==> config.mk <==
export PLATFORM = sky130hd
export DESIGN_NAME = bsdot_engine
export DESIGN_NICKNAME = d
export VERILOG_FILES = /design/src/rtl/bsdot_pkg.sv /design/src/rtl/bsdot_sequencer.sv /design/src/rtl/bsdot_tap_gate.sv /design/src/rtl/bsdot_add_tree.sv /design/src/rtl/bsdot_shift_accum.sv /design/src/rtl/bsdot_engine.sv
export SDC_FILE = /design/constraint.sdc
export NUM_CORES = 1
export LEC_CHECK = 0
export BUFFER_PORTS_ARGS = -buffer_cell sky130_fd_sc_hd__buf_2
export CAP_MARGIN = 20
export CORE_ASPECT_RATIO = 1.2
export CORE_UTILIZATION = 60
export CTS_CLUSTER_DIAMETER = 120
export CTS_CLUSTER_SIZE = 12
export DETAILED_ROUTE_END_ITERATION = 6
export GPL_ROUTABILITY_DRIVEN = 0
export PLACE_DENSITY = 0.83
export SLEW_MARGIN = 30
export SYNTH_ARGS = -nofsm -noshare
export SYNTH_HDL_FRONTEND = slang
export SYNTH_SLANG_ARGS = --single-unit
export TNS_END_PERCENT = 5
==> constraint.sdc <==
create_clock -name clk -period 4.7 [get_ports clk]
set_input_delay 0.705 -clock clk [delete_from_list [all_inputs] [get_ports clk]]
set_output_delay 0.705 -clock clk [all_outputs]
set_load 0.05 [all_outputs]
==> src/rtl/bsdot_pkg.sv <==
package bsdot_pkg;

  typedef enum logic [1:0] {
    SEQ_IDLE  = 2'd0,
    SEQ_FEED  = 2'd1,
    SEQ_DRAIN = 2'd2
  } seq_state_e;

  // Number of registered adder levels needed to reduce n words
  function automatic int tree_depth(input int n);
    return (n <= 1) ? 0 : $clog2(n);
  endfunction

endpackage

==> src/rtl/bsdot_sequencer.sv <==
module bsdot_sequencer
  import bsdot_pkg::*;
#(
  parameter int DW = 8,
  parameter int IW = $clog2(DW)
) (
  input  logic          clk,
  input  logic          rst,
  input  logic          start,
  input  logic          drain_done,
  output logic          start_acc,
  output logic          feed_valid,
  output logic          feed_last,
  output logic [IW-1:0] feed_idx,
  output logic          busy
);

  localparam logic [IW-1:0] LAST_IDX = IW'(DW - 1);

  seq_state_e    state_q;
  logic [IW-1:0] cnt_q;

  assign busy       = (state_q != SEQ_IDLE);
  assign start_acc  = start && (state_q == SEQ_IDLE);
  assign feed_valid = start_acc || (state_q == SEQ_FEED);
  assign feed_idx   = start_acc ? '0 : cnt_q;
  assign feed_last  = feed_valid && (feed_idx == LAST_IDX);

  always_ff @(posedge clk) begin
    if (rst) begin
      state_q <= SEQ_IDLE;
      cnt_q   <= '0;
    end else begin
      case (state_q)
        SEQ_IDLE: begin
          if (start) begin
            state_q <= SEQ_FEED;
            cnt_q   <= IW'(1);
          end
        end
        SEQ_FEED: begin
          cnt_q <= cnt_q + IW'(1);
          if (cnt_q == LAST_IDX) begin
            state_q <= drain_done ? SEQ_IDLE : SEQ_DRAIN;
          end
        end
        SEQ_DRAIN: begin
          if (drain_done) begin
            state_q <= SEQ_IDLE;
          end
        end
        default: state_q <= SEQ_IDLE;
      endcase
    end
  end

  AST_IDX_STEP: assert property (@(posedge clk) disable iff (rst)
    (feed_valid && !feed_last) |=> (feed_valid && (feed_idx == $past(feed_idx) + IW'(1))));

endmodule

==> src/rtl/bsdot_tap_gate.sv <==
module bsdot_tap_gate #(
  parameter int TAPS = 4,
  parameter int CW   = 8,
  parameter int TW   = 10,
  parameter int PADN = 4
) (
  input  logic [TAPS*CW-1:0] coef_bus,
  input  logic [TAPS-1:0]    data_bits,
  output logic [PADN*TW-1:0] leaves
);

  for (genvar t = 0; t < PADN; t++) begin : g_leaf
    if (t < TAPS) begin : g_tap
      logic signed [CW-1:0] c_w;
      assign c_w = coef_bus[t*CW +: CW];
      assign leaves[t*TW +: TW] = data_bits[t] ? TW'(c_w) : '0;
    end else begin : g_pad
      assign leaves[t*TW +: TW] = '0;
    end
  end

endmodule

==> src/rtl/bsdot_add_tree.sv <==
module bsdot_add_tree #(
  parameter int TW  = 10,
  parameter int LVL = 2,
  parameter int IW  = 3
) (
  input  logic                   clk,
  input  logic                   rst,
  input  logic [(1<<LVL)*TW-1:0] leaves,
  input  logic                   in_valid,
  input  logic                   in_last,
  input  logic [IW-1:0]          in_idx,
  output logic [TW-1:0]          sum,
  output logic                   out_valid,
  output logic                   out_last,
  output logic [IW-1:0]          out_idx
);

  localparam int PADN = 1 << LVL;

  if (LVL == 0) begin : g_flat
    assign sum       = leaves;
    assign out_valid = in_valid;
    assign out_last  = in_last;
    assign out_idx   = in_idx;
  end else begin : g_tree
    // Heap layout: node i adds operands 2i and 2i+1; operands at PADN.. are leaves
    logic [TW-1:0] node_q  [1:PADN-1];
    logic [TW-1:0] operand [2:2*PADN-1];
    logic [LVL-1:0] v_q;
    logic [LVL-1:0] l_q;
    logic [IW-1:0]  i_q [LVL];

    always_comb begin
      for (int j = 2; j < PADN; j++) operand[j] = node_q[j];
      for (int j = 0; j < PADN; j++) operand[PADN + j] = leaves[j*TW +: TW];
    end

    always_ff @(posedge clk) begin
      for (int i = 1; i < PADN; i++) begin
        node_q[i] <= operand[2*i] + operand[2*i+1];
      end
    end

    always_ff @(posedge clk) begin
      if (rst) begin
        v_q <= '0;
        l_q <= '0;
        for (int s = 0; s < LVL; s++) i_q[s] <= '0;
      end else begin
        v_q[0] <= in_valid;
        l_q[0] <= in_last;
        i_q[0] <= in_idx;
        for (int s = 1; s < LVL; s++) begin
          v_q[s] <= v_q[s-1];
          l_q[s] <= l_q[s-1];
          i_q[s] <= i_q[s-1];
        end
      end
    end

    assign sum       = node_q[1];
    assign out_valid = v_q[LVL-1];
    assign out_last  = l_q[LVL-1];
    assign out_idx   = i_q[LVL-1];
  end

endmodule

==> src/rtl/bsdot_shift_accum.sv <==
module bsdot_shift_accum #(
  parameter int TW = 10,
  parameter int AW = 18,
  parameter int IW = 3,
  parameter int DW = 8
) (
  input  logic          clk,
  input  logic          rst,
  input  logic          clear,
  input  logic          tv,
  input  logic          tlast,
  input  logic [IW-1:0] tidx,
  input  logic [TW-1:0] tsum,
  output logic [AW-1:0] result,
  output logic          result_valid
);

  logic signed [TW-1:0] tsum_s;
  logic signed [AW-1:0] ext, weighted, base, acc_n;
  logic [AW-1:0]        acc_q;
  logic                 vld_q;

  always_comb begin
    tsum_s   = tsum;
    ext      = AW'(tsum_s);
    weighted = ext << tidx;
    base     = clear ? '0 : acc_q;
    if (!tv)        acc_n = base;
    else if (tlast) acc_n = base - weighted;
    else            acc_n = base + weighted;
  end

  always_ff @(posedge clk) begin
    if (rst) begin
      acc_q <= '0;
      vld_q <= 1'b0;
    end else begin
      acc_q <= acc_n;
      vld_q <= tv && tlast;
    end
  end

  assign result       = acc_q;
  assign result_valid = vld_q;

  AST_SIGN_LAST: assert property (@(posedge clk) disable iff (rst)
    (tv && tlast) |-> (tidx == IW'(DW - 1)));

  AST_VALID_PULSE: assert property (@(posedge clk) disable iff (rst)
    result_valid |=> !result_valid);

endmodule

==> src/rtl/bsdot_engine.sv <==
module bsdot_engine
  import bsdot_pkg::*;
#(
  parameter int TAPS = 4,
  parameter int CW   = 8,
  parameter int DW   = 8
) (
  input  logic                                  clk,
  input  logic                                  rst,
  input  logic                                  start,
  input  logic [TAPS*CW-1:0]                    coef_bus,
  input  logic [TAPS-1:0]                       data_bits,
  output logic [CW+DW+tree_depth(TAPS)-1:0]     result,
  output logic                                  result_valid
);

  localparam int LVL  = tree_depth(TAPS);
  localparam int PADN = 1 << LVL;
  localparam int TW   = CW + LVL;
  localparam int AW   = CW + DW + LVL;
  localparam int IW   = $clog2(DW);
  localparam int AGW  = $clog2(DW + LVL + 1);

  logic          start_acc, feed_valid, feed_last, busy;
  logic [IW-1:0] feed_idx;
  logic [PADN*TW-1:0] leaves;
  logic [TW-1:0] tree_sum;
  logic          tree_valid, tree_last;
  logic [IW-1:0] tree_idx;
  logic          drain_done;

  assign drain_done = tree_valid && tree_last;

  bsdot_sequencer #(.DW(DW), .IW(IW)) u_seq (
    .clk        (clk),
    .rst        (rst),
    .start      (start),
    .drain_done (drain_done),
    .start_acc  (start_acc),
    .feed_valid (feed_valid),
    .feed_last  (feed_last),
    .feed_idx   (feed_idx),
    .busy       (busy)
  );

  bsdot_tap_gate #(.TAPS(TAPS), .CW(CW), .TW(TW), .PADN(PADN)) u_gate (
    .coef_bus  (coef_bus),
    .data_bits (data_bits),
    .leaves    (leaves)
  );

  bsdot_add_tree #(.TW(TW), .LVL(LVL), .IW(IW)) u_tree (
    .clk       (clk),
    .rst       (rst),
    .leaves    (leaves),
    .in_valid  (feed_valid),
    .in_last   (feed_last),
    .in_idx    (feed_idx),
    .sum       (tree_sum),
    .out_valid (tree_valid),
    .out_last  (tree_last),
    .out_idx   (tree_idx)
  );

  bsdot_shift_accum #(.TW(TW), .AW(AW), .IW(IW), .DW(DW)) u_acc (
    .clk          (clk),
    .rst          (rst),
    .clear        (start_acc),
    .tv           (tree_valid),
    .tlast        (tree_last),
    .tidx         (tree_idx),
    .tsum         (tree_sum),
    .result       (result),
    .result_valid (result_valid)
  );

  // Cycles since the last accepted start, saturating; observes run latency
  logic [AGW-1:0] age_q;
  always_ff @(posedge clk) begin
    if (rst)                              age_q <= '0;
    else if (start_acc)                   age_q <= '0;
    else if (age_q != AGW'(DW + LVL))     age_q <= age_q + AGW'(1);
  end

  AST_LATENCY: assert property (@(posedge clk) disable iff (rst)
    result_valid |-> (age_q == AGW'(DW - 1 + LVL)));

  AST_IDLE_AT_VALID: assert property (@(posedge clk) disable iff (rst)
    result_valid |-> !busy);

  if (LVL > 0) begin : g_clear_chk
    AST_CLEAR_ON_START: assert property (@(posedge clk) disable iff (rst)
      start_acc |=> (result == '0));
  end

endmodule

# Word-level counts from Yosys, hierarchy flattened
# Memory sizes are Yosys's and may differ from the RTL's.
# Index checks and enable logic that the tools add are counted.
# W data, S select, Z words.
# totals
out_inout_bits	19
ff_bits	28
word_cells	52
memories	2
latch_bits	0
ram_bits	36
rom_bits	0
inputBits	39
# classes
div	0
n_mul	0
muxes	20
n_eq_ne	7
magnitude_cmp	0
addsub	6
shift	1
n_bitwise	2
n_reduce_logical	8
# mem_list
name	words	word_bits	rd	rd_ports_with_merged_regs	write_ports	line_no	text
u_tree.g_tree.node_q	3	10	3	0	3	bsdot_add_tree.sv:27	logic [TW-1:0] node_q [1:PADN-1];
u_tree.g_tree.i_q	2	3	2	0	2	bsdot_add_tree.sv:31	logic [IW-1:0] i_q [LVL];
# op_table
cell	n
$mux W18	3
$mux W10	4
$add A10 B10 Y10	3
$add A18 B18 Y18	1
$shl A18 B3 Y18	1
$sub A18 B18 Y18	1
$mux W3	4
$mux W2	4
$eq A3 B3 Y1 const B	2
$pmux W2 S3	1
$pmux W3 S2	1
$ne A2 B2 Y1 const B	2
$add A3 B1 Y3 const B	1
$logic_and A1 B1 Y1	3
$mux W1	3
$reduce_and A3 Y1	1
$eq A2 B1 Y1 const B	1
$eq A2 B2 Y1 const B	1
$logic_not A2 Y1	1
$ne A2 B1 Y1 const B	1
$or A1 B1 Y1	2
$reduce_and A2 Y1	1
$reduce_bool A2 Y1	1
$logic_or A1 B1 Y1	1

# Longest topological paths before layout
# Gate-level depths: netlist of the first run.
# depth
word_depth	6
depth_mapped	19
mapped_depth_nobuf	16

# Cells and area by module
# From an unflattened synthesis of the first run, not the netlist that was laid out.
# hier_totals
cells_unflattened	608
area_unflattened_um2	5287.6
# modules_own_cells
mod	cells_each	area_per_inst_um2	instances	seq_area_each_um2
bsdot_shift_accum	328	2563.7	1	380.4
bsdot_add_tree	208	2154.6	1	800.8
bsdot_sequencer	31	302.8	1	100.1
bsdot_tap_gate	40	260.2	1	0.0
bsdot_engine	1	6.3	1	0.0

# Worst setup path after synthesis of the first run
# No wires, ideal clock.
# synth_path
kind	reg2reg
from	memory u_tree.g_tree.i_q[1][0], in the netlist u_tree.g_tree.i_q[0][3]
to	register u_acc.acc_q[16], in the netlist u_acc.result[16]
period_less_slack_ns	3.994
arrival_time_ns	3.877
setup_ns	0.117
stages_incl_launch_ff	17
setup_slack_ns	0.706
t_required_ns	4.583
n_path_buf	2
path_cell_list	dfxtp_1 buf_6 mux4_2 or3_1 or3b_4 a21oi_1 and2_1 a31oi_1 xor2_1 ha_1 clkbuf_1 a21o_1 a21oi_1 or3b_2 o21a_1 mux2i_1 nand2_1
# synth_rtl
item	line_no	text
start, declared	bsdot_add_tree.sv:31	
end signal, assigned	bsdot_shift_accum.sv:38	acc_q <= acc_n;
end, declared	bsdot_shift_accum.sv:20	logic [AW-1:0] acc_q;

==> results of run 1 <==
## synthesized netlist by cell type (18+ instances only)
| cell type | n |
|---|---|
| xor2_1 | 19 |
| nor2b_1 | 18 |
| nor2_1 | 37 |
| ha_1 | 45 |
| a21oi_1 | 34 |
| inv_1 | 27 |
| mux2i_1 | 18 |
| and2_1 | 48 |
| xnor2_1 | 25 |
| dfxtp_1 | 64 |
| o21ai_0 | 24 |
| clkbuf_1 | 18 |
| nand2_1 | 43 |
## final timing paths
check	slack, ns	end	start
worst max register to register	0.27	u_acc.result[17]	u_tree.g_tree.i_q[0][3]
worst min-delay path	0.44	u_tree.g_tree.node_q[0][10]	u_tree.g_tree.node_q[0][30]
worst max-delay path	0.27	u_acc.result[17]	u_tree.g_tree.i_q[0][3]
worst min register to register	0.44	u_tree.g_tree.node_q[0][10]	u_tree.g_tree.node_q[0][30]
## metal layers
metal	vias to the layer above	share of wire	wire length [um]
met5	-	0	0
met4	0	0.036	367
met3	36	0.040	415
met2	127	0.51	5305
met1	1957	0.41	4240
li1	2182	-	-
## power breakdown
| part | leakage (nW) | total [mW] | internal (mW) | switching [mW] |
|---|---|---|---|---|
| logic | 1.86 | 1.14 | 0.491 | 0.651 |
| registers | 0.529 | 0.712 | 0.630 | 0.0813 |
| clock network | 0.103 | 0.508 | 0.255 | 0.253 |
## cells in the final DEF (no fill, tap or decap), types with 4 or more instances in the layout
cell type | Yosys | final
a22oi_1 | 4 | 4
nor3_1 | 8 | 8
nand4_1 | 6 | 6
a31oi_1 | 7 | 7
clkbuf_8 | 0 | 9
nand2b_1 | 14 | 14
o21a_1 | 5 | 5
o21ai_0 | 24 | 24
dfxtp_1 | 64 | 64
a21oi_1 | 34 | 33
and2_1 | 48 | 48
a211oi_1 | 6 | 6
fa_1 | 4 | 4
nand3_1 | 8 | 8
o21bai_1 | 8 | 8
a21boi_0 | 4 | 4
a21o_1 | 11 | 11
buf_2 | 0 | 57
nor3b_1 | 6 | 6
ha_1 | 45 | 44
nor2_1 | 37 | 37
nand3b_1 | 4 | 4
mux2_2 | 8 | 8
a211o_1 | 4 | 4
nor2b_1 | 18 | 18
inv_1 | 27 | 27
xor2_1 | 19 | 19
buf_4 | 0 | 6
xnor2_1 | 25 | 25
mux2i_1 | 18 | 18
and3_1 | 7 | 7
nand2_1 | 43 | 43
## metrics by stage
stage                     worst slack (ns)  utilization  hold slack [ns]  cells
final                               0.2658       0.7026           0.4370    732
after global routing               0.04109       0.7026           0.4457    732
after CTS                           0.2264       0.7018           0.4424    732
after detailed placement            0.3480       0.6751           0.4270    716
after global placement              0.5006       0.6751           0.4180    716
after floorplan                     0.7057            -           0.4138    583
## kinds of logic after synthesis
kind of cell               synth area share
and+or+nand+nor                      0.2369
AOI/OAI and AO/OA                    0.1815
DFF                                  0.2611
buffers and inverters               0.03901
adders and majority gates            0.1311
xor gates and xnor gates            0.07853
muxes                               0.07190
## state kept, by name (all words and copies together) (netlist names)
name                  flops
u_acc.result             18
u_tree.g_tree.v_q         2
u_tree.g_tree.l_q         2
u_seq.state_q             2
u_tree.g_tree.i_q         6
u_acc.result_valid        1
u_tree.g_tree.node_q     30
u_seq.cnt_q               3
## worst max-delay path: stages (launching register included)
cell	delay, ns
dfxtp_1	0.38
buf_4	0.23
mux4_2	0.55
or3_1	0.35
or3b_4	0.43
a21oi_1	0.19
and2_1	0.19
a31oi_1	0.12
xor2_1	0.23
ha_2	0.36
a21o_1	0.17
a21oi_1	0.25
nand3b_1	0.16
a21oi_2	0.24
nand4_1	0.11
mux2_1	0.31
o2111ai_1	0.10
## cell type report
cell class	instances	area, um2	area share
clock buffers	9	123.9	0.02262
clock inverters	7	83.83	0.01531
inverters	27	101.3	0.01851
multi-input cells	470	3441	0.6283
flip-flops and latches	64	1281	0.2340
well taps	92	115.1	0.02102
repair buffers	63	330.3	0.06032
==> reports/metrics.cfg, run 1 <==
[synthesis]
avgSynthCellArea_um2=8.417
synthFlopType=dfxtp_1
synth_warnings=0
synth_top_area_share=0.2611
yosysTopAreaCell=dfxtp_1
synth_area_um2=4907
synth_area_leaders=dfxtp_1 (26%), ha_1 (11%), and2_1 (6.1%)
ys_ff_latch=64
synth_seq_area_share=0.2611
netlist_instances=583
syn_nets=671
async_flop_share=0
ys_types=63
synth_edf_count=0

[outcome]
outcome=complete, but fails checks
violations=design-rule violations

[timing]
fmax_mhz=225.5
tns_ns=0
fin_crit_ns=4.434
hold_viol=0
drv_slew=0
final.setup_skew_ns=0.01256
min_period_over_period=0.9434
setup_violations=0
worst_pin_slew_ns=0.6876
max_slew_margin=0.5416
rsz0062_at_grt=no

[placement]
placed_area_um2=5263
hpwlAfterDp_um=7866
portBuffers=57

[power_and_ir_drop]
leakage_nw=2.496
power_density_nw_per_um2=431.1
worst_ir_drop_vdd_v=0.0001699
finalPower_mw=2.361

[hold_path]
min_path_type=register to register
hold_depth=1

[global_route]
use_met2=0.4816
grt_pass1_wl_um=17370
gr-usage-met3=0.04505
busiest_layer=met2
grt_pass1_vias=4097
grt_usage=0.2493
grt_max_degree=41
grtUsageMet1=0.2587
grt-ovfl-total=0
antenna_found_initial=0

[clock_network]
post_cts_resized=0
holdBufCountCts=0
cts_made_buffers=9
clock_sinks=64
root_buffer=clkbuf_8
clk_path_buf_depth=2
clock_latency_ns=0.35
h-tree-depth=3
postCtsSetupRepairBufs=0
clk_pin_slew_ns=0.09
cts_tree=done

[floorplanning]
rows=35
coreArea_um2=7795
die_y_um=101.1
ioPinCount=58
die_x_um=84.56
start_util=0.6295
design.die.area_um2=8546

[route]
dr.pass1.iters=7
wirelength_um=10330
wire_per_inst_um=14.11
antenna_left=0
first_iter_violations=197
via_count=4302
viasPerCell=5.877
drc=6

[cells_and_area]
n_fill_cell=605
diodes=0
drive_above_1_share=0.1531
nets=723
synthToLayoutAreaGrowth_pct=11.60
final_cell_area_um2=5477

[setup_path]
cp.required_ns=4.98
startpoint_type=register
rr_worst_depth=16
crit_fanout=15
path_class=register to register
endpoint_kind=register
crit_arrival_ns=4.71

[job]
max-cap-violations=0

Note: power is estimated with default switching activity, not from simulation.
==> run 2, diff against run 1 <==
--- a/config.mk
+++ b/config.mk
@@ -8,12 +8,12 @@
 export BUFFER_PORTS_ARGS = -buffer_cell sky130_fd_sc_hd__buf_2
 export CAP_MARGIN = 20
 export CORE_ASPECT_RATIO = 1.2
-export CORE_UTILIZATION = 60
+export CORE_MARGIN = 2
+export CORE_UTILIZATION = 25
 export CTS_CLUSTER_DIAMETER = 120
 export CTS_CLUSTER_SIZE = 12
 export DETAILED_ROUTE_END_ITERATION = 6
 export GPL_ROUTABILITY_DRIVEN = 0
-export PLACE_DENSITY = 0.83
 export SLEW_MARGIN = 30
 export SYNTH_ARGS = -nofsm -noshare
 export SYNTH_HDL_FRONTEND = slang
==> run 2 against run 1 <==
  * The flow now finishes without violations
  * Setup slack better by 0.18 ns
  * Worst hold slack worse by 0.00079 ns
  * Global-route usage is 15 points lower
  * Fmax is 4.3% higher
  * Critical path type unchanged
==> reports/metrics.cfg, run 2 (same netlist as run 1, synthesis figures left out) <==
[cells_and_area]
largest_reg_flops=30  ; unchanged
diodes=0  ; unchanged
synthToLayoutAreaGrowth_pct=17.54  ; was 11.60%
nets=723  ; unchanged
mostFrequentLayoutCells=dfxtp_1 (64), buf_2 (57), and2_1 (48)  ; unchanged
regMostFlops=u_tree.g_tree.node_q  ; unchanged
drive_above_1_share=0.1502  ; was 0.1531
final_common_cell=dfxtp_1  ; unchanged
postLayoutCoreUtil=0.2972  ; was 0.7026
final_cell_area_um2=5768  ; was 5477 um2

[route]
wire_per_inst_um=11.35  ; was 14.11 um
antenna_left=0  ; unchanged
via_count=4056  ; was 4302
dr.pass1.iters=4  ; was 7
wirelength_um=10220  ; was 10330 um
first_iter_violations=148  ; was 197
viasPerCell=4.507  ; was 5.877
drc=0  ; was 6

[timing]
setup_violations=0  ; unchanged
hold_viol=0  ; unchanged
tns_ns=0  ; unchanged
fin_crit_ns=4.250  ; was 4.434 ns
fmax_mhz=235.3  ; was 225.5 MHz
rsz0062_at_grt=no  ; unchanged
max_slew_margin=0.5157  ; was 0.5416
min_period_over_period=0.9043  ; was 0.9434
drv_slew=0  ; unchanged
hold_ws_ns=0.4362  ; was 0.4370 ns
final.setup_skew_ns=0.005868  ; was 0.01256 ns
worst_pin_slew_ns=0.7265  ; was 0.6876 ns

[setup_path]
crit_path_cell_trace=mux4_2 -> or3_1 -> or3b_4 -> a21oi_1 -> and2_1 -> a31oi_1 -> xor2_1 -> ha_1 -> a21o_1 -> a21oi_1 -> nand3b_1 -> a21oi_1 -> nand4_1 -> mux2_1 -> o2111ai_1  ; was buf_4 -> mux4_2 -> or3_1 -> or3b_4 -> a21oi_1 -> and2_1 -> a31oi_1 -> xor2_1 -> ha_2 -> a21o_1 -> a21oi_1 -> nand3b_1 -> a21oi_2 -> nand4_1 -> mux2_1 -> o2111ai_1
path_delay_family=simple AND/OR/NAND/NOR gates  ; unchanged
path_buf_inv=0  ; was 1
cp.required_ns=4.95  ; was 4.98 ns
startpoint_type=register  ; unchanged
max_stage_delay_ns=0.56  ; was 0.55 ns
crit_fanout=12  ; was 15
crit_slowest_cell=dfxtp_1  ; was mux4_2
crit_arrival_ns=4.50  ; was 4.71 ns
cp_common_cell=a21oi_1  ; unchanged
endpoint_kind=register  ; unchanged
path_class=register to register  ; unchanged
reg2reg_slack_ns=0.45  ; was 0.27 ns

[clock_network]
root_buffer=clkbuf_16  ; was clkbuf_8
clock_sinks=64  ; unchanged
holdBufCountCts=0  ; unchanged
clk_path_buf_depth=2  ; unchanged
h-tree-depth=3  ; unchanged
clk_pin_slew_ns=0.05  ; was 0.09 ns
cts_made_buffers=9  ; unchanged
clock_latency_ns=0.33  ; was 0.35 ns
cts_tree=done  ; unchanged

[global_route]
grt_max_degree=41  ; unchanged
grt_pass1_wl_um=17590  ; was 17370 um
grt_pass1_vias=3823  ; was 4097
grt-ovfl-total=0  ; unchanged
antenna_found_initial=0  ; unchanged
grt_usage=0.1016  ; was 0.2493

[power_and_ir_drop]
worst_ir_drop_vdd_v=0.0001771  ; was 0.0001699 V
intPower_mw=1.525  ; was 1.376 mW
power_density_nw_per_um2=428.8  ; was 431.1 nW/um2
combPwrFrac=0.453  ; was 0.483
seq_power_share=0.287  ; was 0.301
switchingPower_mw=0.9476  ; was 0.9849 mW
p_clk_frac=0.260  ; was 0.215
switching_share=0.3832  ; was 0.4172
leakage_nw=2.538  ; was 2.496 nW

[floorplanning]
ioPinCount=58  ; unchanged
die_y_um=157.5  ; was 101.1 um
design.die.area_um2=20770  ; was 8546 um2
start_util=0.2528  ; was 0.6295
rows=56  ; was 35
die_x_um=131.9  ; was 84.56 um
coreArea_um2=19410  ; was 7795 um2

[placement]
placed_area_um2=5474  ; was 5263 um2
hpwlAfterDp_um=7892  ; was 7866 um
portBuffers=57  ; unchanged

[hold_path]
min_path_type=register to register  ; unchanged

[outcome]
outcome=complete, no violations  ; was complete, but fails checks

[job]
max-cap-violations=0  ; unchanged

run 2: power by group through the flow:
stage / Clock (mW) / Sequential, mW / Combinational (mW)
after CTS: 0.664 / 0.711 / 1.12
after detailed placement: 0 / 0.722 / 1.11
after global routing: 0.683 / 0.727 / 1.25
after global placement: 0 / 0.720 / 1.10
final: 0.642 / 0.710 / 1.12
after floorplan: 0 / 0.753 / 0.858
run 2: final timing paths:
kind	depth (start not counted)	from	endpoint
max	15	u_tree.g_tree.i_q[0][4]	u_acc.result[17]
min	1	u_tree.g_tree.i_q[0][1]	u_tree.g_tree.i_q[0][4]
max reg2reg	15	u_tree.g_tree.i_q[0][4]	u_acc.result[17]
min reg2reg	1	u_tree.g_tree.i_q[0][1]	u_tree.g_tree.i_q[0][4]
run 2: timing repair:
| action | CTS | global route |
|---|---|---|
| resized for setup | 0 | 1 |
| setup endpoints to repair | 0 | 1 |
| endpoints found under the hold margin | 0 | 0 |
| buffers inserted | 0 | 0 |
run 2: worst reg2reg max path, stage by stage (launching register included):
cell and delay [ns]:
dfxtp_1 0.56, mux4_2 0.40, or3_1 0.38, or3b_4 0.43, a21oi_1 0.17, and2_1 0.18, a31oi_1 0.10, xor2_1 0.20
ha_1 0.39, a21o_1 0.20, a21oi_1 0.22, nand3b_1 0.11, a21oi_1 0.31, nand4_1 0.13, mux2_1 0.30, o2111ai_1 0.09
run 2: layer usage:
layer  routed length, um  track usage  vias up
li1                    -            -     2185
met5                   0            0        -
met2                4566       0.1716       77
met4                 157      0.03727        0
met3                 378      0.01868       13
met1                5117       0.1292     1781
run 2: through the flow:
| step | setup WS (ns) | power [mW] | std cells |
|---|---|---|---|
| after floorplan | 0.7057 | 1.612 | 583 |
| after global placement | 0.4463 | 1.823 | 885 |
| after detailed placement | 0.4344 | 1.830 | 885 |
| after CTS | 0.3998 | 2.493 | 900 |
| after global routing | 0.1288 | 2.662 | 900 |
| final | 0.4499 | 2.473 | 900 |
run 2: cell type report:
cell class              instances  area (um2)
fillers                      2078       13640
multi-input cells             470        3442
clock inverters                 6       61.31
flip-flops and latches         64        1281
well taps                     261       326.6
inverters                      27       101.3
repair buffers                 63       330.3
clock buffers                   9       225.2
